### config.mk
export PLATFORM = sky130hd
export DESIGN_NAME = ram_addr_unit
export DESIGN_NICKNAME = d
export VERILOG_FILES = /design/src/rtl/ram_addr_pkg.sv /design/src/rtl/rau_low_step.sv /design/src/rtl/rau_mask_fsm.sv /design/src/rtl/ram_addr_unit.sv
export SDC_FILE = /design/constraint.sdc
export NUM_CORES = 1
export LEC_CHECK = 0
export CELL_PAD_IN_SITES_DETAIL_PLACEMENT = 0
export CELL_PAD_IN_SITES_GLOBAL_PLACEMENT = 1
export CORE_ASPECT_RATIO = 0.5
export CORE_MARGIN = 8
export CORE_UTILIZATION = 39
export DETAILED_ROUTE_END_ITERATION = 12
export PLACE_DENSITY = 0.87
export SYNTH_ARGS = -nofsm -noshare
export SYNTH_HDL_FRONTEND = slang
export SYNTH_HIERARCHICAL = 1
export SYNTH_SLANG_ARGS = --single-unit
### constraint.sdc
create_clock -name clk -period 4.6 [get_ports clk]
set_clock_uncertainty 0.2 [all_clocks]
set_input_delay 0.69 -clock clk [delete_from_list [all_inputs] [get_ports clk]]
set_output_delay 0.69 -clock clk [all_outputs]
set_load 0.005 [all_outputs]
### src/rtl/ram_addr_pkg.sv
package ram_addr_pkg;

    typedef enum logic [3:0] {
        OP_NOP          = 4'd0,
        OP_INC_BL       = 4'd1,
        OP_DEC_BL       = 4'd2,
        OP_SWAP_BL_ACC  = 4'd3,
        OP_SWAP_BM_X    = 4'd4,
        OP_MEM_REF      = 4'd5,
        OP_CMP_BL       = 4'd6,
        OP_LOAD_B       = 4'd7,
        OP_ARM_MASK     = 4'd8
    } rau_op_e;

    typedef enum logic {
        MASK_IDLE  = 1'b0,
        MASK_ARMED = 1'b1
    } mask_state_e;

endpackage

### src/rtl/rau_low_step.sv
module rau_low_step
    import ram_addr_pkg::*;
#(
    parameter int NIB_W = 4
) (
    input  rau_op_e           op,
    input  logic              op_valid,
    input  logic [NIB_W-1:0]  low_cur,
    input  logic [NIB_W-1:0]  imm,
    input  logic [NIB_W-1:0]  acc_in,
    output logic [NIB_W-1:0]  low_next,
    output logic              skip_next
);
    localparam logic [NIB_W-1:0] ALL_ONES = '1;

    logic [NIB_W-1:0] up_val;
    logic [NIB_W-1:0] dn_val;

    always_comb begin
        up_val    = low_cur + 1'b1;
        dn_val    = low_cur - 1'b1;
        low_next  = low_cur;
        skip_next = 1'b0;
        if (op_valid) begin
            unique case (op)
                OP_INC_BL: begin
                    low_next  = up_val;
                    skip_next = (up_val == '0);
                end
                OP_DEC_BL: begin
                    low_next  = dn_val;
                    skip_next = (dn_val == ALL_ONES);
                end
                OP_CMP_BL:      skip_next = (low_cur == imm);
                OP_SWAP_BL_ACC: low_next  = acc_in;
                default: ;
            endcase
        end
    end
endmodule

### src/rtl/rau_mask_fsm.sv
module rau_mask_fsm
    import ram_addr_pkg::*;
#(
    parameter int ADDR_W = 12
) (
    input  logic              clk,
    input  logic              rst_n,
    input  logic              arm,
    input  logic              consume,
    input  logic [ADDR_W-1:0] mask_in,
    output logic [ADDR_W-1:0] mask_out
);
    mask_state_e       state_q, state_d;
    logic [ADDR_W-1:0] mask_q;

    always_comb begin
        state_d = state_q;
        unique case (state_q)
            MASK_IDLE:  if (arm) state_d = MASK_ARMED;
            MASK_ARMED: if (consume) state_d = MASK_IDLE;
                        else if (arm) state_d = MASK_ARMED;
            default:    state_d = MASK_IDLE;
        endcase
    end

    always_ff @(posedge clk or negedge rst_n) begin
        if (!rst_n) begin
            state_q <= MASK_IDLE;
            mask_q  <= '0;
        end else begin
            state_q <= state_d;
            if (arm) mask_q <= mask_in;
        end
    end

    always_comb begin
        unique case (state_q)
            MASK_ARMED: mask_out = mask_q;
            default:    mask_out = '0;
        endcase
    end
endmodule

### src/rtl/ram_addr_unit.sv
module ram_addr_unit
    import ram_addr_pkg::*;
#(
    parameter int ADDR_W   = 12,
    parameter int NIB_W    = 4,
    parameter int FLIP_W   = 3
) (
    input  logic              clk,
    input  logic              rst_n,
    input  logic              op_valid,
    input  logic [3:0]        op,
    input  logic [NIB_W-1:0]  op_lo,
    input  logic [NIB_W-1:0]  acc_in,
    input  logic [ADDR_W-1:0] wide_in,
    output logic [ADDR_W-1:0] ram_addr,
    output logic              mem_access,
    output logic [NIB_W-1:0]  acc_out,
    output logic              acc_load,
    output logic              skip
);
    localparam int MID_LO = NIB_W;
    localparam int MID_HI = 2*NIB_W - 1;

    rau_op_e           op_e;
    logic [ADDR_W-1:0] b_q, b_d;
    logic [NIB_W-1:0]  x_q, x_d;
    logic              skip_q;
    logic [NIB_W-1:0]  low_next;
    logic              skip_next;
    logic [ADDR_W-1:0] mask_act;
    logic              arm, consume;
    logic [FLIP_W-1:0] flip;

    assign op_e    = rau_op_e'(op);
    assign arm     = op_valid && (op_e == OP_ARM_MASK);
    assign consume = op_valid && (op_e == OP_MEM_REF);
    assign flip    = ~op_lo[FLIP_W-1:0];

    rau_low_step #(.NIB_W(NIB_W)) u_low (
        .op       (op_e),
        .op_valid (op_valid),
        .low_cur  (b_q[NIB_W-1:0]),
        .imm      (op_lo),
        .acc_in   (acc_in),
        .low_next (low_next),
        .skip_next(skip_next)
    );

    rau_mask_fsm #(.ADDR_W(ADDR_W)) u_mask (
        .clk     (clk),
        .rst_n   (rst_n),
        .arm     (arm),
        .consume (consume),
        .mask_in (wide_in),
        .mask_out(mask_act)
    );

    always_comb begin
        b_d = b_q;
        x_d = x_q;
        b_d[NIB_W-1:0] = low_next;
        if (op_valid) begin
            unique case (op_e)
                OP_SWAP_BM_X: begin
                    b_d[MID_HI:MID_LO] = x_q;
                    x_d                = b_q[MID_HI:MID_LO];
                end
                OP_MEM_REF:
                    b_d[MID_LO+FLIP_W-1:MID_LO] = b_q[MID_LO+FLIP_W-1:MID_LO] ^ flip;
                OP_LOAD_B: b_d = wide_in;
                default: ;
            endcase
        end
    end

    always_ff @(posedge clk or negedge rst_n) begin
        if (!rst_n) begin
            b_q    <= '0;
            x_q    <= '0;
            skip_q <= 1'b0;
        end else begin
            b_q <= b_d;
            x_q <= x_d;
            if (op_valid) skip_q <= skip_next;
        end
    end

    always_comb begin
        ram_addr   = b_q & ~mask_act;
        mem_access = consume;
        acc_load   = op_valid && (op_e == OP_SWAP_BL_ACC);
        acc_out    = b_q[NIB_W-1:0];
        skip       = skip_q;
    end
endmodule

==> impl_metrics.toml, run 1 <==
[outcome]
outcome = "complete, no violations"

[yosys]
synth.most_common_cell = "dfrtp_1"
synth_nets = 208
synth.distinct_cells = 49
syn_inst = 178
yosysWarnings = 6
async_flop_share = 1.000
yosysSeqAreaShare = 0.3899
yosysTopAreaCellShare = 0.3899
syn_area_per_cell_sq_um = 10.82
synth_common_cells = "30 x dfrtp_1, 13 x mux2_4, 13 x nor2b_1, 12 x and2_1, 12 x mux2_2"
yosysTopAreaCell = "dfrtp_1"
synth_flop_cell = "dfrtp_1"
syn-cell-area_sq_um = 1926
synth.area.top_cells = "dfrtp_1 39%, mux2_4 10%, mux2_2 7.0%, nor2b_1 4.2%, and2_1 3.9%"
synth-seq-cells = 30
synth-edff-count = 0

[final_layout]
fillers = 421
drive_gt1_frac = 0.2136
areaGrowthSynthToFinish_pct = 30.54
nets = 250
antenna_cells = 0

[placement]
dp_slack_ns = 1.005
io_buffers = 45
dp_hpwl_mm = 3.412
gp_congestion = 0.8646

[timing]
hold-worst-slack_ns = 0.2994
drv_slew = 0
worst_pin_slew_ns = 0.7163
max_slew_margin = 0.5210
fin_setup_tns_ns = 0
hold_viol = 0
rsz0062_at_grt = "no"
fin_crit_ns = 3.614
fin_ws_ns = 0.9856
fin_crit_sh = 0.7857
fmax_mhz = 276.7
finalSetupViolCount = 0

[grt]
gr-total-overflow = 0
grt_pass1_wl_mm = 7.410
antenna_found_initial = 0
grt_start_max_net_pins = 31
first_global_vias = 1487
track_usage = 0.1230

[cts]
root_buffer = "clkbuf_8"
clock_latency_ns = 0.28
clk_pin_slew_ns = 0.06
cts_max_level = 2
postCtsResizedCells = 0
cts_tree = "done"
clkSinkCount = 30
cts_hold_buf = 0
cts_setup_buffers = 0
numCtsBuffers = 5
cts_max_path_buffers = 2

[die]
die_area_sq_um = 7578
ios = 46
die_x_microns = 115.4
core_area_sq_um = 4842
start_util = 0.3977
core.rowCount = 18
die_h_microns = 65.69

[hold_path]
holdCritPathClass = "flip-flop to flip-flop"

[setup_path]
cpLargestDelayFamily = "buffers and inverters"
worstSetupStartpointType = "primary input"
end_kind = "output port"
path_buf_inv = 2
path_cells = "clkdlybuf4s50_1 > nand2_1 > nor4b_1 > clkdlybuf4s50_1"
crit_slowest_cell = "clkdlybuf4s50_1"
crit_arrival_ns = 2.72
path_max_fanout = 24
worst_ep_required_time_ns = 3.71
slowest_delay_ns = 0.93
crit_path_frequent_cell = "clkdlybuf4s50_1"
r2r_slack_ns = 2.61
worstSetupPathType = "primary input to output port"

[routing]
vias_per_cell = 4.993
avgRoutedWirePerCell_microns = 15.54
dr.first_iter.drc_count = 76
num_vias = 1448
drc_errors = 0
ant_nets = 0
drtPass1Iterations = 4
drt-total-wl_mm = 4.506

[power_and_ir_drop]
irDropWorstVdd_uv = 141.3
leakagePower_nw = 1.051
pwr_density_cell_nw_per_um2 = 364.3

[job]
max_cap_violations = 0
-- cells by family (layout without fill, tap and decap cells) --
logic type,after synthesis,after routing,share of synthesized area
compound gates,27,27,0.1020
xor+xnor,6,6,0.02729
fa+ha+maj,3,3,0.01950
buf+inv,16,58,0.05132
flops,30,30,0.3899
mux,26,26,0.1767
simple gates,70,70,0.2333
-- path summary, 6_finish.rpt --
check | from | to | cells after the start
min in group asynchronous | rst_n | u_mask/mask_q[8] | 2
max reg2reg | b_q[0] | b_q[2] | 6
max | op[1] | acc_load | 4
min reg2reg | u_mask/mask_q[8] | u_mask/mask_q[8] | 1
min | u_mask/mask_q[8] | u_mask/mask_q[8] | 1
max in group asynchronous | rst_n | u_mask/mask_q[6] | 2
-- layout make-up --
class	instances	area (sq um)	share of cell area
Inverter	4	15.01	0.005973
Sequential cell	30	750.7	0.2987
Clock buffer	6	82.58	0.03285
Clock inverter	1	30.03	0.01195
Timing Repair Buffer	47	465.4	0.1852
Tap cell	70	87.58	0.03484
Multi-Input combinational cell	132	1082	0.4306
-- sequential cells by signal (all words and copies together), names as in the netlist --
register and cells:
u_mask/state_q 1, skip 1, b_q 12, u_mask/mask_q 12, x_q 4
-- placed cells by master (no fill, tap or decap), types with 3 or more instances in the layout --
master and instances:
a211oi_1 3, and2_1 12, and3b_2 4, clkbuf_8 6
clkdlybuf4s50_1 45, dfrtp_1 30, ha_1 3, inv_1 4
mux2_2 12, mux2_4 13, nand2_1 6, nand3_1 3
nor2_1 8, nor2b_1 13, nor3_1 6, o21ai_0 3
o21ai_1 3, o31ai_1 6, xor2_1 4
-- worst reg2reg max path, stage by stage (launching register included) --
cell     delay, ns
dfrtp_1       0.53
ha_1          0.29
xnor2_1       0.18
o21ai_0       0.12
a32oi_1       0.23
o21ai_1       0.08
mux2_2        0.27
-- power by group --
part	leakage [nW]	internal (mW)	switching, mW
clock	0.0573	0.173	0.0954
combinational	0.615	0.176	0.0923
sequential	0.379	0.322	0.0566
-- metrics by stage --
step                      power, mW  instances    util  area, sq um
after global placement       0.6446        283  0.4959         2401
after detailed placement     0.6539        283  0.4959         2401
after floorplan              0.5293        178       -         1926
after global routing         0.9687        290  0.5191         2514
after CTS                    0.9249        290  0.5191         2514
final                        0.9157        290  0.5191         2514
-- per-layer routing --
layer	share of wire	track usage
met5	0	0
met2	0.49	0.2022
met1	0.46	0.1548
met3	0.037	0.03291
met4	0.0067	0.03890
No activity file was read; power rests on OpenSTA's default activity.
==> run 2: changes to the inputs <==
CORE_UTILIZATION = 38   (was 39)
PLACE_DENSITY = 0.85   (was 0.87)
clock period = 3.63 ns   (was 4.6 ns; I/O delays follow)
==> run 2 against run 1 <==
Routed wire length is 0.98% higher; sequential cell count stayed put; non-clock buffer count increased by 2; via count increased by 1.0%; cell count increased by 1.0%; first-iteration DRC count down 49%; count of clock-buffer cells in the layout is 1 lower; utilization shrank 0.87 points; total power is 19% higher; sequential power is 27% higher; global-route usage decreased by 0.51 points; largest power group unchanged.
==> impl_metrics.toml, run 2 (synthesized netlist as in run 1, its figures left out) <==
[grt]
grt_start_max_net_pins = 31
grt_pass1_wl_mm = 7.189
first_global_vias = 1420
track_usage = 0.1179
gr-total-overflow = 0
antenna_found_initial = 0

[setup_path]
end_kind = "output port"
path_max_fanout = 10
cpLargestDelayFamily = "buffers and inverters"
worst_ep_required_time_ns = 2.89
crit_arrival_ns = 2.23
path_cells = "clkdlybuf4s50_1 > nand3b_1 > nor2_1 > clkdlybuf4s50_1"
worstSetupStartpointType = "primary input"
path_buf_inv = 2
worstSetupPathType = "primary input to output port"
crit_slowest_cell = "clkdlybuf4s50_1"
crit_path_frequent_cell = "clkdlybuf4s50_1"
slowest_delay_ns = 0.73

[timing]
hold-worst-slack_ns = 0.3011
worst_pin_slew_ns = 0.5244
finalSetupViolCount = 0
hold_viol = 0
max_slew_margin = 0.6500
fin_setup_tns_ns = 0
fin_crit_ns = 2.970
drv_slew = 0
fmax_mhz = 336.7
fin_crit_sh = 0.8183
rsz0062_at_grt = "no"

[cts]
cts_hold_buf = 0
cts_tree = "done"
numCtsBuffers = 5
root_buffer = "clkbuf_8"
postCtsResizedCells = 0
clk_pin_slew_ns = 0.07
clock_latency_ns = 0.28
cts_max_level = 2
clkSinkCount = 30
cts_setup_buffers = 0
cts_max_path_buffers = 2

[placement]
io_buffers = 45
postPlaceCellArea_sq_um = 2416
dp_hpwl_mm = 3.498
gp_congestion = 0.9277

[power_and_ir_drop]
pwr_density_cell_nw_per_um2 = 435.1
leakagePower_nw = 1.047
finalPower_mw = 1.091
irDropWorstVdd_uv = 178.0

[die]
ios = 46
die_h_microns = 66.34
die_area_sq_um = 7739
start_util = 0.3922
die_x_microns = 116.7
core_area_sq_um = 4910
core.rowCount = 18

[final_layout]
mostFrequentLayoutCell = "clkdlybuf4s50_1"
final_area_sq_um = 2506
areaGrowthSynthToFinish_pct = 30.15
antenna_cells = 0
final_util = 0.5104
top_regs = "b_q (12), u_mask/mask_q (12), x_q (4)"
nets = 252
layout_common_cells = "45 x clkdlybuf4s50_1, 30 x dfrtp_1, 13 x nor2b_1, 13 x mux2_4"
drive_gt1_frac = 0.2242

[routing]
drtPass1Iterations = 4
drt-total-wl_mm = 4.550
dr.first_iter.drc_count = 39
num_vias = 1463
drc_errors = 0
ant_nets = 0
avgRoutedWirePerCell_microns = 15.53
vias_per_cell = 4.993

[job]
max_cap_violations = 0

[outcome]
outcome = "complete, no violations"

[hold_path]
holdCritPathClass = "flip-flop to flip-flop"
## run 2: changes by cell type in the layout (fill, tap and decap cells not counted), sizes merged
| cell | change |
|---|---|
| buf | +2 |
| bufinv | -1 |
| clkbuf | -1 |
| clkinv | +2 |
| clkinvlp | +1 |
## run 2: cell type report
cell class                      instances  area [sq um]
Fill cell                             463          2404
Inverter                                4         15.01
Sequential cell                        30         750.7
Timing Repair Buffer                   49         480.5
Clock buffer                            5         68.82
Clock inverter                          3         21.27
Multi-Input combinational cell        132          1082
Tap cell                               70         87.58
## run 2: power breakdown
group / internal, mW / leakage (nW) / total [mW] / switching [mW]
combinational: 0.225 / 0.625 / 0.341 / 0.116
clock: 0.134 / 0.0441 / 0.269 / 0.135
sequential: 0.408 / 0.379 / 0.480 / 0.0722
## run 2: final timing paths
path / startpoint / endpoint / slack [ns] / cells after the start
min in group asynchronous: rst_n / b_q[1] / 0.44 / 2
worst min register to register: u_mask/mask_q[9] / u_mask/mask_q[9] / 0.30 / 1
max in group asynchronous: rst_n / x_q[2] / 2.50 / 2
worst max-delay path: op[2] / mem_access / 0.66 / 4
worst max register to register: b_q[0] / b_q[2] / 1.67 / 6
worst min-delay path: u_mask/mask_q[9] / u_mask/mask_q[9] / 0.30 / 1
## run 2: layer usage
layer / global-route usage / vias to the layer above / share of wire
met1: 0.1446 / 717 / 0.46
met3: 0.03188 / 6 / 0.036
met5: 0 / - / 0
met2: 0.2009 / 22 / 0.49
li1: - / 718 / -
met4: 0.03318 / 0 / 0.011
## run 2: stage by stage
step / cells / worst slack (ns)
floorplan: 178 / 1.254
global placement: 285 / 0.6910
detailed placement: 285 / 0.6518
CTS: 293 / 0.6412
global route: 293 / 0.5242
finish: 293 / 0.6596
